**src/rtl/torusShiftPkg.sv**
```systemverilog
package torusShiftPkg;
  localparam int unsigned ELEM_W   = 8;
  localparam int unsigned NUM_ELEM = 16;
  localparam int unsigned ROW_LEN  = 4;
  localparam int unsigned HOP_W    = 4;

  typedef enum logic [1:0] {
    FN_INC     = 2'b00,
    FN_DEC     = 2'b01,
    FN_ROW_INC = 2'b10,
    FN_ROW_DEC = 2'b11
  } routeFn_e;

  typedef struct packed {
    logic     load;
    logic     step;
    routeFn_e fn;
  } pathCtl_t;
endpackage

```
**src/rtl/torusShiftPath.sv**
```systemverilog
module torusShiftPath
  import torusShiftPkg::*;
#(
  parameter int unsigned N = NUM_ELEM,
  parameter int unsigned R = ROW_LEN,
  parameter int unsigned W = ELEM_W
) (
  input  logic           clk,
  input  logic           rstN,
  input  pathCtl_t       ctl,
  input  logic [N*W-1:0] loadData,
  output logic [N*W-1:0] curData
);
  localparam int unsigned VEC_W = N * W;

  logic [VEC_W-1:0] plusOne;
  logic [VEC_W-1:0] minusOne;
  logic [VEC_W-1:0] plusRow;
  logic [VEC_W-1:0] minusRow;
  logic [VEC_W-1:0] nextVec;

  // destination j gathers from the source that lands on it
  for (genvar j = 0; j < N; j++) begin : g_route
    assign plusOne[j*W +: W]  = curData[((j + N - 1) % N)*W +: W];
    assign minusOne[j*W +: W] = curData[((j + 1) % N)*W +: W];
    assign plusRow[j*W +: W]  = curData[((j + N - R) % N)*W +: W];
    assign minusRow[j*W +: W] = curData[((j + R) % N)*W +: W];
  end

  always_comb begin
    unique case (ctl.fn)
      FN_INC:     nextVec = plusOne;
      FN_DEC:     nextVec = minusOne;
      FN_ROW_INC: nextVec = plusRow;
      default:    nextVec = minusRow;
    endcase
  end

  always_ff @(posedge clk or negedge rstN) begin
    if (!rstN)          curData <= '0;
    else if (ctl.load)  curData <= loadData;
    else if (ctl.step)  curData <= nextVec;
  end


  plus_one_chk: assert property (@(posedge clk) disable iff (!rstN)
    (ctl.step && !ctl.load && ctl.fn == FN_INC) |=> curData[W +: W] == $past(curData[0 +: W]));


  minus_row_chk: assert property (@(posedge clk) disable iff (!rstN)
    (ctl.step && !ctl.load && ctl.fn == FN_ROW_DEC) |=> curData[0 +: W] == $past(curData[R*W +: W]));


  hold_data_chk: assert property (@(posedge clk) disable iff (!rstN)
    (!ctl.load && !ctl.step) |=> $stable(curData));
endmodule

```
**src/rtl/torusShiftCtrl.sv**
```systemverilog
module torusShiftCtrl
  import torusShiftPkg::*;
#(
  parameter int unsigned HW = HOP_W
) (
  input  logic          clk,
  input  logic          rstN,
  input  logic          cmdValid,
  input  logic [1:0]    cmdFn,
  input  logic [HW-1:0] cmdHops,
  output logic          cmdReady,
  output logic          resDone,
  output pathCtl_t      ctl
);
  typedef enum logic {ST_IDLE, ST_RUN} state_e;

  state_e        state;
  logic [HW-1:0] hopsLeft;
  routeFn_e      fnReg;
  logic          doneReg;
  logic          accept;

  assign cmdReady = (state == ST_IDLE);
  assign accept   = cmdValid && cmdReady;
  assign resDone  = doneReg;

  always_comb begin
    ctl.load = accept;
    ctl.step = (state == ST_RUN);
    ctl.fn   = fnReg;
  end

  always_ff @(posedge clk or negedge rstN) begin
    if (!rstN) begin
      state    <= ST_IDLE;
      hopsLeft <= '0;
      fnReg    <= FN_INC;
      doneReg  <= 1'b0;
    end else begin
      doneReg <= 1'b0;
      unique case (state)
        ST_IDLE: begin
          if (accept) begin
            fnReg    <= routeFn_e'(cmdFn);
            hopsLeft <= cmdHops;
            if (cmdHops == '0) doneReg <= 1'b1;
            else               state   <= ST_RUN;
          end
        end
        default: begin
          hopsLeft <= hopsLeft - HW'(1);
          if (hopsLeft == HW'(1)) begin
            state   <= ST_IDLE;
            doneReg <= 1'b1;
          end
        end
      endcase
    end
  end


  count_down_chk: assert property (@(posedge clk) disable iff (!rstN)
    (state == ST_RUN && hopsLeft != HW'(1)) |=> (state == ST_RUN && hopsLeft == $past(hopsLeft) - HW'(1)));


  fn_frozen_chk: assert property (@(posedge clk) disable iff (!rstN)
    (state == ST_RUN) |=> fnReg == $past(fnReg));


  done_pulse_chk: assert property (@(posedge clk) disable iff (!rstN)
    (resDone && !(cmdValid && cmdHops == '0)) |=> !resDone);


  zero_hop_chk: assert property (@(posedge clk) disable iff (!rstN)
    (cmdValid && cmdReady && cmdHops == '0) |=> (resDone && state == ST_IDLE));
endmodule

```
**src/rtl/torusShiftNet.sv**
```systemverilog
module torusShiftNet
  import torusShiftPkg::*;
#(
  parameter int unsigned NUM_ELEM_P = NUM_ELEM,
  parameter int unsigned ROW_LEN_P  = ROW_LEN,
  parameter int unsigned ELEM_W_P   = ELEM_W,
  parameter int unsigned HOP_W_P    = HOP_W
) (
  input  logic                         clk,
  input  logic                         rstN,
  input  logic                         cmdValid,
  output logic                         cmdReady,
  input  logic [1:0]                   cmdFn,
  input  logic [HOP_W_P-1:0]           cmdHops,
  input  logic [NUM_ELEM_P*ELEM_W_P-1:0] cmdData,
  output logic                         resDone,
  output logic [NUM_ELEM_P*ELEM_W_P-1:0] resData
);
  pathCtl_t pathCtl;

  torusShiftCtrl #(.HW(HOP_W_P)) i_ctrl (
    .clk      (clk),
    .rstN     (rstN),
    .cmdValid (cmdValid),
    .cmdFn    (cmdFn),
    .cmdHops  (cmdHops),
    .cmdReady (cmdReady),
    .resDone  (resDone),
    .ctl      (pathCtl)
  );

  torusShiftPath #(.N(NUM_ELEM_P), .R(ROW_LEN_P), .W(ELEM_W_P)) i_path (
    .clk      (clk),
    .rstN     (rstN),
    .ctl      (pathCtl),
    .loadData (cmdData),
    .curData  (resData)
  );


  done_idle_chk: assert property (@(posedge clk) disable iff (!rstN)
    resDone |-> cmdReady);
endmodule

```
**config.mk**
```make
export PLATFORM = sky130hd
export DESIGN_NAME = torusShiftNet
export DESIGN_NICKNAME = d
export VERILOG_FILES = /design/src/rtl/torusShiftPkg.sv /design/src/rtl/torusShiftPath.sv /design/src/rtl/torusShiftCtrl.sv /design/src/rtl/torusShiftNet.sv
export SDC_FILE = /design/constraint.sdc
export NUM_CORES = 1
export LEC_CHECK = 0
export ABC_AREA = 0
export BUFFER_PORTS_ARGS = -buffer_cell sky130_fd_sc_hd__buf_4
export CAP_MARGIN = 20
export CORE_MARGIN = 2
export CORE_UTILIZATION = 40
export DETAILED_ROUTE_END_ITERATION = 8
export PLACE_DENSITY_LB_ADDON = 0.15
export SLEW_MARGIN = 10
export SYNTH_ARGS = -nofsm -noshare
export SYNTH_HDL_FRONTEND = slang
export SYNTH_HIERARCHICAL = 1
export SYNTH_SLANG_ARGS = --single-unit
```
**constraint.sdc**
```tcl
create_clock -name clk -period 5.3 [get_ports clk]
set_input_delay 0 -clock clk [delete_from_list [all_inputs] [get_ports clk]]
set_output_delay 0 -clock clk [all_outputs]
set_load 0.02 [all_outputs]
```
==> results.toml <==
[status]
status = "completed"

[pwr]
power.total_w = 0.00952
ir_drop_mv = 0.318
p_per_area_nw_per_um2 = 690
cellLeakagePower_nw = 6.46

[setup_path]
path_cells = "nor2b_4 -> buf_4 -> buf_4 -> a211o_1"
r2r_end = "i_path/curData[43]"
startpoint = "i_ctrl/state"
r2r_cells = 4
crit_path_end_kind = "flop"
arrival_ns = 3.06
r2r_start = "i_ctrl/state"
criticalPathCategory = "reg -> reg"
startpoint_type = "flop"
crit_end = "i_path/curData[43]"
critPathMaxFanout = 93
max_stage_delay_ns = 0.82
path_common_cell = "buf_4"
rrSetupSlack_ns = 2.60
crit_required_ns = 5.66
cp_slowest_cell = "buf_4"

[global_routing]
grt.busiest_layer = "met2"
grt_overflow = 0
grtUsageMet3_pct = 10.3
antenna_found_initial = 1
grt_pass1_vias = 8968
grtUsageMet2_pct = 48.5
grt_max_degree = 261
grt_pass1_wl_um = 62200
grt.total_usage_pct = 33.2
gr-usage-met1_pct = 45.3

[timing]
worst_pin_slew_ns = 1.12
fin_crit_ns = 2.70
fmax_mhz = 371
rsz0062_at_grt = "false"
finClkSkew_ns = 0.00717
maxSlewHeadroom_pct = 25.2
finalMaxSlewViolations = 0
setup_ws_ns = 2.60
setup_viol = 0
tns_ns = 0
final_hold_viol_count = 0
fin_crit_sh_pct = 50.9

[floorplan]
io_pins = 267
die_w_um = 161
die_h_um = 161
rows = 57
dieArea_um2 = 25900
initial_core_util_pct = 40.6
coreArea_um2 = 24200

[synth]
synth_area_leaders = "dfrtp_1 35%, mux4_2 29%, a211o_1 11%"
synthFlopType = "dfrtp_1"
synth_top_area_share_pct = 34.6
synthesis.nets = 905
synthArstFlopShare_pct = 100
synth.distinct_cells = 28
synthCells = 766
synthTopCellsByCount = "136 x dfrtp_1, 128 x a211o_1, 128 x and2_1, 128 x mux4_2, 128 x nor3b_1"
synth.most_common_cell = "dfrtp_1"
yosysWarnings = 6
synth_area_leader_cell = "dfrtp_1"
syn_area_per_cell_um2 = 12.9
synth.yosys.seq_area_share_pct = 34.6
syn-cell-area_um2 = 9850
ys_ff_latch = 136
synth-edff-count = 0

[detailed_routing]
routedWlPerCell_um = 29.9
num_vias = 9159
drt-initial-drc-count = 1487
routed_wl_um = 43000
via_per_inst = 6.37
ant_nets = 0
drc = 0
dr.pass1.iters = 5

[place]
port_buffers = 266
place_ws_ns = 2.67
dpl_cell_area_um2 = 11900
routabilityCongestion = 0.923
hpwl_um = 29700

[clock_network]
clk_path_buf_depth = 2
cts_tree = "yes"
path_clk_slew_ns = 0.06
cts_buffers = 17
cts_num_sinks = 136
insertion_delay_ns = 0.43
root_buffer = "clkbuf_16"
h-tree-depth = 4

[finish]
finalInstanceArea_um2 = 13800
fin_nets = 1240
drive_above_1_share_pct = 39.4
n_antenna_cell = 0
area_growth_pct = 40.0

[worst_hold_path]
hold_path.class = "in -> reg"

[run]
drv_cap = 0
==> critical path: cells and delay by family, from the launching register on <==
family	cells	cell delay, ns
AOI/OAI and AO/OA	1	0.20
and+or+nand+nor	1	0.24
buffers and inverters	2	1.36
DFF	1	0.78
==> sequential cells by signal, indices dropped and copies added, names as in the netlist <==
register / count
i_ctrl/fnReg: 2
i_ctrl/state: 1
i_path/curData: 128
i_ctrl/resDone: 1
i_ctrl/hopsLeft: 4
==> cells in the final DEF (no fill, tap or decap) <==
cell	instances
mux2i_1	1
buf_6	1
dfrtp_4	3
clkbuf_16	17
buf_12	3
nor2b_1	1
a22o_2	1
xor2_1	1
nor3_1	1
and2_1	128
clkinv_4	1
nor4_2	1
nor2b_4	2
inv_1	3
a211o_1	128
o211a_1	2
o21ai_0	1
clkinvlp_4	2
dlygate4sd3_1	130
nor3b_1	128
ha_1	2
a211oi_1	1
mux2_4	2
a21oi_1	4
clkbuf_1	4
buf_4	269
nand2_1	4
inv_2	1
nor2_1	2
mux4_2	128
dfrtp_1	133
clkinv_2	2
bufinv_16	1
clkbuf_8	5
xnor2_1	1
==> cell type report <==
cell class,count,area [µm²]
fill,2030,10500
multi-input combinational,539,5980
sequential,136,3410
timing repair buffer,403,3390
clock buffer,26,509
tap,324,405
clock inverter,6,63.8
inverter,4,15.0
==> worst min-delay path by stage <==
stage | from | end | slack, ns | cells after the start
floorplan | rstN | i_ctrl/fnReg[0] | -0.30 | 0
global placement | rstN | i_path/curData[41] | 0.09 | 1
detailed placement | rstN | i_path/curData[41] | 0.09 | 1
CTS | cmdData[12] | i_path/curData[12] | 0.0002 | 3
global route | cmdData[12] | i_path/curData[12] | 0.002 | 3
finish | cmdData[77] | i_path/curData[77] | 0.03 | 3
==> routing by layer <==
metal	vias to the layer above	wire length, µm
met1	4668	16600
met3	97	5170
li1	3702	-
met5	-	0
met4	0	2330
met2	692	18900
==> where the power goes <==
part	switching [W]	internal (W)	total [W]
sequential	0.00143	0.00153	0.00296
combinational	0.00243	0.00296	0.00538
clock	0.000470	0.000708	0.00118
==> kinds of logic after synthesis <==
kind of cell,share of synthesized area [%]
fa+ha+maj,0.254
flops,34.6
compound gates,12.0
buf+inv,4.75
mux,29.7
xor+xnor,0.178
simple gates,18.6
==> through the flow <==
stage,cells,util (%),hold slack (ns)
6_report,1438,56.8,0.0272
5_1_grt,1438,56.8,0.00247
4_1_cts,1437,56.8,0.000241
3_5_place_dp,1276,49.1,0.0914
3_3_place_gp,1276,49.1,0.0944
2_1_floorplan,766,-,-0.296
==> repair_timing <==
action,4_1_cts,5_1_grt
setup buffers,0,0
setup endpoints to repair,0,0
gates resized for setup,0,0
hold buffers,129,1
endpoints found under the hold margin,200,1
Power figures use the tool's default switching activity.
